File: src/rtl/int_alu_pkg.sv
package int_alu_pkg;

  localparam int INSTR_W  = 32;
  localparam int FUNC_HI  = 24;
  localparam int FUNC_LO  = 19;
  localparam int FUNC_W   = FUNC_HI - FUNC_LO + 1;
  localparam int IMM_POS  = 13;
  localparam int FLAG_W   = 4;
  localparam int FLAG_N   = 3;
  localparam int FLAG_Z   = 2;
  localparam int FLAG_V   = 1;
  localparam int FLAG_C   = 0;
  localparam int LAST_BASE = 8;

  typedef enum logic [3:0] {
    OP_ADD, OP_AND, OP_OR, OP_XOR, OP_SUB, OP_ANDN,
    OP_ORN, OP_XNOR, OP_SLL, OP_SRL, OP_SRA
  } alu_op_e;

  typedef struct packed {
    alu_op_e opSel;
    logic    carryIn;
    logic    immSel;
    logic    setFlags;
    logic    legal;
  } alu_ctrl_t;

endpackage

File: src/rtl/int_alu_ctrl.sv
module int_alu_ctrl
  import int_alu_pkg::*;
(
  input  logic [FUNC_W-1:0] funcCode,
  input  logic              immBit,
  input  logic              carryFlag,
  output alu_ctrl_t         ctrl
);

  logic [3:0] baseCode;
  logic       baseLegal;

  assign baseCode  = funcCode[3:0];
  assign baseLegal = (baseCode <= 4'(LAST_BASE));

  always_comb begin
    ctrl          = '0;
    ctrl.opSel    = OP_ADD;
    ctrl.immSel   = immBit;
    if (!funcCode[5]) begin
      ctrl.legal    = baseLegal;
      ctrl.setFlags = funcCode[4] & baseLegal;
      case (baseCode)
        4'h0: ctrl.opSel = OP_ADD;
        4'h1: ctrl.opSel = OP_AND;
        4'h2: ctrl.opSel = OP_OR;
        4'h3: ctrl.opSel = OP_XOR;
        4'h4: ctrl.opSel = OP_SUB;
        4'h5: ctrl.opSel = OP_ANDN;
        4'h6: ctrl.opSel = OP_ORN;
        4'h7: ctrl.opSel = OP_XNOR;
        4'h8: begin
          ctrl.opSel   = OP_ADD;
          ctrl.carryIn = carryFlag;
        end
        default: ctrl.opSel = OP_ADD;
      endcase
    end else if (funcCode[5:3] == 3'b100) begin
      case (funcCode[2:0])
        3'h5: begin ctrl.opSel = OP_SLL; ctrl.legal = 1'b1; end
        3'h6: begin ctrl.opSel = OP_SRL; ctrl.legal = 1'b1; end
        3'h7: begin ctrl.opSel = OP_SRA; ctrl.legal = 1'b1; end
        default: ctrl.legal = 1'b0;
      endcase
    end
  end

endmodule

File: src/rtl/int_alu_dp.sv
module int_alu_dp
  import int_alu_pkg::*;
#(
  parameter int WIDTH = 32
) (
  input  alu_ctrl_t          ctrl,
  input  logic [WIDTH-1:0]   opA,
  input  logic [WIDTH-1:0]   rs2Val,
  input  logic [WIDTH-1:0]   immExt,
  input  logic [FLAG_W-1:0]  flagsIn,
  output logic [WIDTH-1:0]   result,
  output logic [FLAG_W-1:0]  flagsOut
);

  localparam int SH_W = $clog2(WIDTH);
  localparam int MSB  = WIDTH - 1;

  logic [WIDTH-1:0] opB, opBEff, sumVal, diffVal, resVal;
  logic [SH_W-1:0]  shAmt;
  logic             aSign, bSign, rSign, vFlag, cFlag;

  assign opB    = ctrl.immSel ? immExt : rs2Val;
  assign opBEff = opB + {{(WIDTH-1){1'b0}}, ctrl.carryIn};
  assign sumVal = opA + opBEff;
  assign diffVal = opA - opB;
  assign shAmt  = opB[SH_W-1:0];

  always_comb begin
    case (ctrl.opSel)
      OP_ADD:  resVal = sumVal;
      OP_SUB:  resVal = diffVal;
      OP_AND:  resVal = opA & opB;
      OP_OR:   resVal = opA | opB;
      OP_XOR:  resVal = opA ^ opB;
      OP_ANDN: resVal = opA & ~opB;
      OP_ORN:  resVal = opA | ~opB;
      OP_XNOR: resVal = ~(opA ^ opB);
      OP_SLL:  resVal = opA << shAmt;
      OP_SRL:  resVal = opA >> shAmt;
      OP_SRA:  resVal = $unsigned($signed(opA) >>> shAmt);
      default: resVal = '0;
    endcase
  end

  assign result = ctrl.legal ? resVal : '0;

  assign aSign = opA[MSB];
  assign bSign = (ctrl.opSel == OP_SUB) ? opB[MSB] : opBEff[MSB];
  assign rSign = resVal[MSB];

  always_comb begin
    vFlag = 1'b0;
    cFlag = 1'b0;
    if (ctrl.opSel == OP_ADD) begin
      vFlag = (aSign & bSign & ~rSign) | (~aSign & ~bSign & rSign);
      cFlag = (aSign & bSign) | (~rSign & (aSign | bSign));
    end else if (ctrl.opSel == OP_SUB) begin
      vFlag = (aSign & ~bSign & ~rSign) | (~aSign & bSign & rSign);
      cFlag = (~aSign & bSign) | (rSign & (~aSign | bSign));
    end
  end

  always_comb begin
    flagsOut = flagsIn;
    if (ctrl.legal && ctrl.setFlags) begin
      flagsOut[FLAG_N] = rSign;
      flagsOut[FLAG_Z] = (resVal == '0);
      flagsOut[FLAG_V] = vFlag;
      flagsOut[FLAG_C] = cFlag;
    end
  end

endmodule

File: src/rtl/int_alu.sv
module int_alu
  import int_alu_pkg::*;
#(
  parameter int WIDTH = 32
) (
  input  logic [INSTR_W-1:0] instrWord,
  input  logic [WIDTH-1:0]   rs1Val,
  input  logic [WIDTH-1:0]   rs2Val,
  input  logic [WIDTH-1:0]   immExt,
  input  logic [FLAG_W-1:0]  flagsIn,
  output logic [WIDTH-1:0]   result,
  output logic               writeEn,
  output logic [FLAG_W-1:0]  flagsOut,
  output logic               illegalOp
);

  alu_ctrl_t ctrl;
  logic      unusedInstrBits;

  assign unusedInstrBits = ^{instrWord[INSTR_W-1:FUNC_HI+1],
                             instrWord[FUNC_LO-1:IMM_POS+1],
                             instrWord[IMM_POS-1:0]};

  int_alu_ctrl u_ctrl (
    .funcCode  (instrWord[FUNC_HI:FUNC_LO]),
    .immBit    (instrWord[IMM_POS]),
    .carryFlag (flagsIn[FLAG_C]),
    .ctrl      (ctrl)
  );

  int_alu_dp #(.WIDTH(WIDTH)) u_dp (
    .ctrl     (ctrl),
    .opA      (rs1Val),
    .rs2Val   (rs2Val),
    .immExt   (immExt),
    .flagsIn  (flagsIn),
    .result   (result),
    .flagsOut (flagsOut)
  );

  assign writeEn   = ctrl.legal;
  assign illegalOp = ~ctrl.legal;

endmodule

File: config.mk
export PLATFORM = sky130hd
export DESIGN_NAME = int_alu
export DESIGN_NICKNAME = d
export VERILOG_FILES = /design/src/rtl/int_alu_pkg.sv /design/src/rtl/int_alu_ctrl.sv /design/src/rtl/int_alu_dp.sv /design/src/rtl/int_alu.sv
export SDC_FILE = /design/constraint.sdc
export NUM_CORES = 1
export LEC_CHECK = 0
export ABC_AREA = 0
export ABC_CLOCK_PERIOD_IN_PS = 29600
export BUFFER_PORTS_ARGS = -buffer_cell sky130_fd_sc_hd__buf_2
export CORE_ASPECT_RATIO = 1.5
export CORE_UTILIZATION = 65
export DETAILED_ROUTE_END_ITERATION = 8
export GPL_TIMING_DRIVEN = 0
export PLACE_DENSITY = 0.95
export SYNTH_ARGS = -nofsm -noshare
export SYNTH_HDL_FRONTEND = slang
export SYNTH_SLANG_ARGS = --single-unit
File: constraint.sdc
create_clock -name vclk -period 29.6
set_input_delay 5.92 -clock vclk [all_inputs]
set_output_delay 5.92 -clock vclk [all_outputs]
set_load 0.03 [all_outputs]
==> impl_metrics.yaml, run 1 <==
run_status:
  status: "aborted with a tool error"
  lastStage: "global routing (5_1_grt)"
  error_line: "[ERROR GRT-0116] Global routing finished with congestion. Check the congestion regions in the DRC Viewer."
die:
  ios: 170
  die_w_um: 104.1
  die_h_um: 155.2
  initial_utilization: 0.6684
  placement_rows: 55
logic_synthesis:
  ys_seq_area_frac: 0
  netlist_top_cells_area: "mux2i_1 (8.8%), nand2_1 (8.3%), xnor2_1 (7.4%)"
  synth_common_cells: "nand2_1 (225), nor2_1 (153), a21oi_1 (98)"
  synth_cells: 1544
  synth_warnings: 0
  synthMostInstantiatedCell: "nand2_1"
  synth_top_area_cell: "mux2i_1"
  syn_avg_cell_area_um2: 6.583
  syn-cell-area_um2: 10160
  syn-num-nets: 1712
  yosys.cell_types.count: 101
  synth_top_area_share: 0.08764
clocking:
  cts_resized: 0
  cts_hold_buf: 0
  postCtsSetupRepairBufs: 0
placed_design:
  gp_congestion: 1.569
  dp.final_hpwl_um: 37820
  numPortBuffers: 140
global_routing:
  grt_pass1_wl_um: 83500
  grt_pass1_vias: 14840
  gr-total-overflow: 165
  track_usage: 0.6610
  grt_max_degree: 11
==> stage by stage <==
step | hold slack [ps] | cell area [um^2] | utilization | setup WS, ps | cells
2_1_floorplan | 12120 | 10160 | - | 10870 | 1544
3_3_place_gp | 12190 | 11110 | 0.7308 | 9117 | 1883
3_5_place_dp | 12200 | 11110 | 0.7308 | 8864 | 1883
4_1_cts | 12200 | 11110 | 0.7308 | 8850 | 1883
==> kinds of logic after synthesis <==
logic type                 Yosys count  share of synthesized area
muxes                              150                     0.1757
xor gates and xnor gates           118                     0.1017
buffers and inverters              138                    0.06401
AOI/OAI and AO/OA                  472                     0.3194
adders and majority gates           36                    0.04505
and+or+nand+nor                    630                     0.2942
==> routing by layer <==
metal,GRT usage,overflow
met3,0.4227,1
met1,0.6587,1
met5,0.08075,0
met4,0.6884,74
met2,0.8908,89
==> run 2: changes to the inputs <==
--- a/config.mk
+++ b/config.mk
@@ -8,11 +8,10 @@
 export ABC_AREA = 0
 export ABC_CLOCK_PERIOD_IN_PS = 29600
 export BUFFER_PORTS_ARGS = -buffer_cell sky130_fd_sc_hd__buf_2
-export CORE_ASPECT_RATIO = 1.5
-export CORE_UTILIZATION = 65
+export CORE_UTILIZATION = 40
 export DETAILED_ROUTE_END_ITERATION = 8
 export GPL_TIMING_DRIVEN = 0
-export PLACE_DENSITY = 0.95
+export PLACE_DENSITY_LB_ADDON = 0.15
 export SYNTH_ARGS = -nofsm -noshare
 export SYNTH_HDL_FRONTEND = slang
 export SYNTH_SLANG_ARGS = --single-unit
==> impl_metrics.yaml, run 2 <==
logic_synthesis:
  yosys.area_share.simple: 0.2942
  syn-cell-area_um2: 10160
  synthMostInstantiatedCell: "nand2_1"
  syn_avg_cell_area_um2: 6.583
  synth_mux_area_frac: 0.1757
  yosys.cell_types.count: 101
  ys_seq_area_frac: 0
  synth_top_area_cell: "mux2i_1"
  synthAdderAreaFrac: 0.04505
  synth_warnings: 0
  synth-compound-area-share: 0.3194
  synth_common_cells: "nand2_1 (225), nor2_1 (153), a21oi_1 (98)"
  synth_top_area_share: 0.08764
  synth_xor_area_frac: 0.1017
  synth_top_family_by_area: "compound AO/OA/AOI/OAI gates"
  synth_cells: 1544
  syn-num-nets: 1712
  netlist_top_cells_area: "mux2i_1 (8.8%), nand2_1 (8.3%), xnor2_1 (7.4%)"
clocking:
  postCtsSetupRepairBufs: 0
  cts_resized: 0
  cts_hold_buf: 0
global_routing:
  track_usage: 0.4445
  grt_pass1_vias: 12750
  grt_max_degree: 11
  gr-total-overflow: 0
  grt_pass1_wl_um: 85960
  antenna_found_initial: 1
final_layout:
  seq_cells: 0
  syn2layout_area_growth_pct: 10.88
  final_cell_mix: "nand2_1 (225), buf_2 (164), nor2_1 (153)"
  n_clock_buffer: 0
  layout_commonest_cell: "nand2_1"
  seqCellArea_um2: 0
  finalNetCount: 1854
  diodes: 0
  finalNonFillerCells: 2008
  drive_gt1_frac: 0.1609
timing:
  setup_violations: 0
  timing.fmax_ghz: 0.04718
  min_period_ps: 21200
  slew_viol_final: 0
  timing_hold_violations_final: 0
  tns_ps: 0
  worst_slack_ps: 8403
  slew_headroom: 0.03861
  rsz0062_at_grt: "no"
  worst-slew-pin-transition_ps: 1433
  post-route-period-util: 0.7161
setup_path:
  critical_path.startpoint: "instrWord[19]"
  worst_path_max_delay_cell: "clkbuf_1"
  cpMostUsedCell: "clkbuf_1"
  worstPathRequired_ps: 23680
  crit_buf_inv: 7
  crit_fanout: 10
  worstSetupPathType: "primary input to primary output"
  arrival_ps: 15280
  cp_top_family: "simple AND/OR/NAND/NOR gates"
  max_stage_delay_ps: 690
  cp-start-kind: "primary input"
  critPathCaptureType: "primary output"
pwr:
  p_leak_uw: 0.004462
  power.density_nw_per_um2: 27.82
  ir_drop_mv: 0.01508
route:
  totalWireLength_um: 59570
  drc: 0
  wl_per_cell_um: 29.67
  viasPerCell: 6.953
  drtAntennaViolNets: 0
  drt_pre_antenna_iters: 6
  drtIter0Drc: 1841
  vias: 13960
worst_hold_path:
  holdPathStages: 3
  min_from: "flagsIn[2]"
  hold_path.class: "primary input to primary output"
  min_to: "flagsOut[2]"
run_status:
  status: "complete, no violations"
die:
  ios: 170
  initial_utilization: 0.4131
  dieArea_um2: 26050
  placement_rows: 57
  coreArea_um2: 24600
  die_w_um: 161.4
  die_h_um: 161.4
job:
  drv_cap: 0
placed_design:
  dp_slack_ps: 8571
  numPortBuffers: 140
  dp_cells: 2008
  gp_congestion: 1.073
  dp.final_hpwl_um: 48560
-- run 2: cell counts after synthesis --
No cell type changed its count.
-- run 2: cell families after synthesis --
| logic type | after synthesis |
|---|---|
| buffers and inverters | 138 |
| adders and majority gates | 36 |
| muxes | 150 |
| AOI/OAI and AO/OA | 472 |
| xor gates and xnor gates | 118 |
| and+or+nand+nor | 630 |
-- run 2: how the worst max path moves through the flow --
stage	depth (start not counted)	endpoint	slack (ps)
after floorplan	30	flagsOut[2]	10870
after global placement	31	flagsOut[2]	8700
after detailed placement	31	flagsOut[2]	8570
after CTS	31	flagsOut[2]	8540
after global routing	31	flagsOut[2]	7920
final	31	flagsOut[2]	8400
-- run 2: layout make-up --
class / count / area (um^2)
Fill cell: 2717 / 13330
Multi-Input combinational cell: 1406 / 9514
Timing Repair Buffer: 140 / 700.7
Buffer: 117 / 571.8
Tap cell: 324 / 405.4
Inverter: 21 / 78.83
-- run 2: metal layers --
| layer | vias to the layer above | wire length (um) | part of all wire | GRT usage |
|---|---|---|---|---|
| met2 | 969 | 26380 | 0.44 | 0.7147 |
| met5 | - | 13 | 0.00022 | 0 |
| li1 | 6137 | - | - | - |
| met4 | 2 | 3953 | 0.066 | 0.2504 |
| met3 | 242 | 5775 | 0.097 | 0.06985 |
| met1 | 6611 | 23440 | 0.39 | 0.5638 |
-- run 2: report_power, final --
group / switching, uW / internal, uW / leakage [uW] / total, uW
sequential: 0 / 0 / 0 / 0
combinational: 211 / 102 / 0.00446 / 314
clock: 0 / 0 / 0 / 0
total: 211 / 102 / 0.00446 / 314
-- run 2: metrics by stage --
step	total power (uW)	hold slack [ps]	util	area (um^2)
4_1_cts	300.3	12220	0.4581	11270
3_5_place_dp	298.9	12210	0.4581	11270
2_1_floorplan	196.6	12120	-	10160
6_report	313.6	12220	0.4581	11270
3_3_place_gp	299.2	12200	0.4581	11270
5_1_grt	326.4	12230	0.4581	11270
No activity file was read; power rests on OpenSTA's default activity.
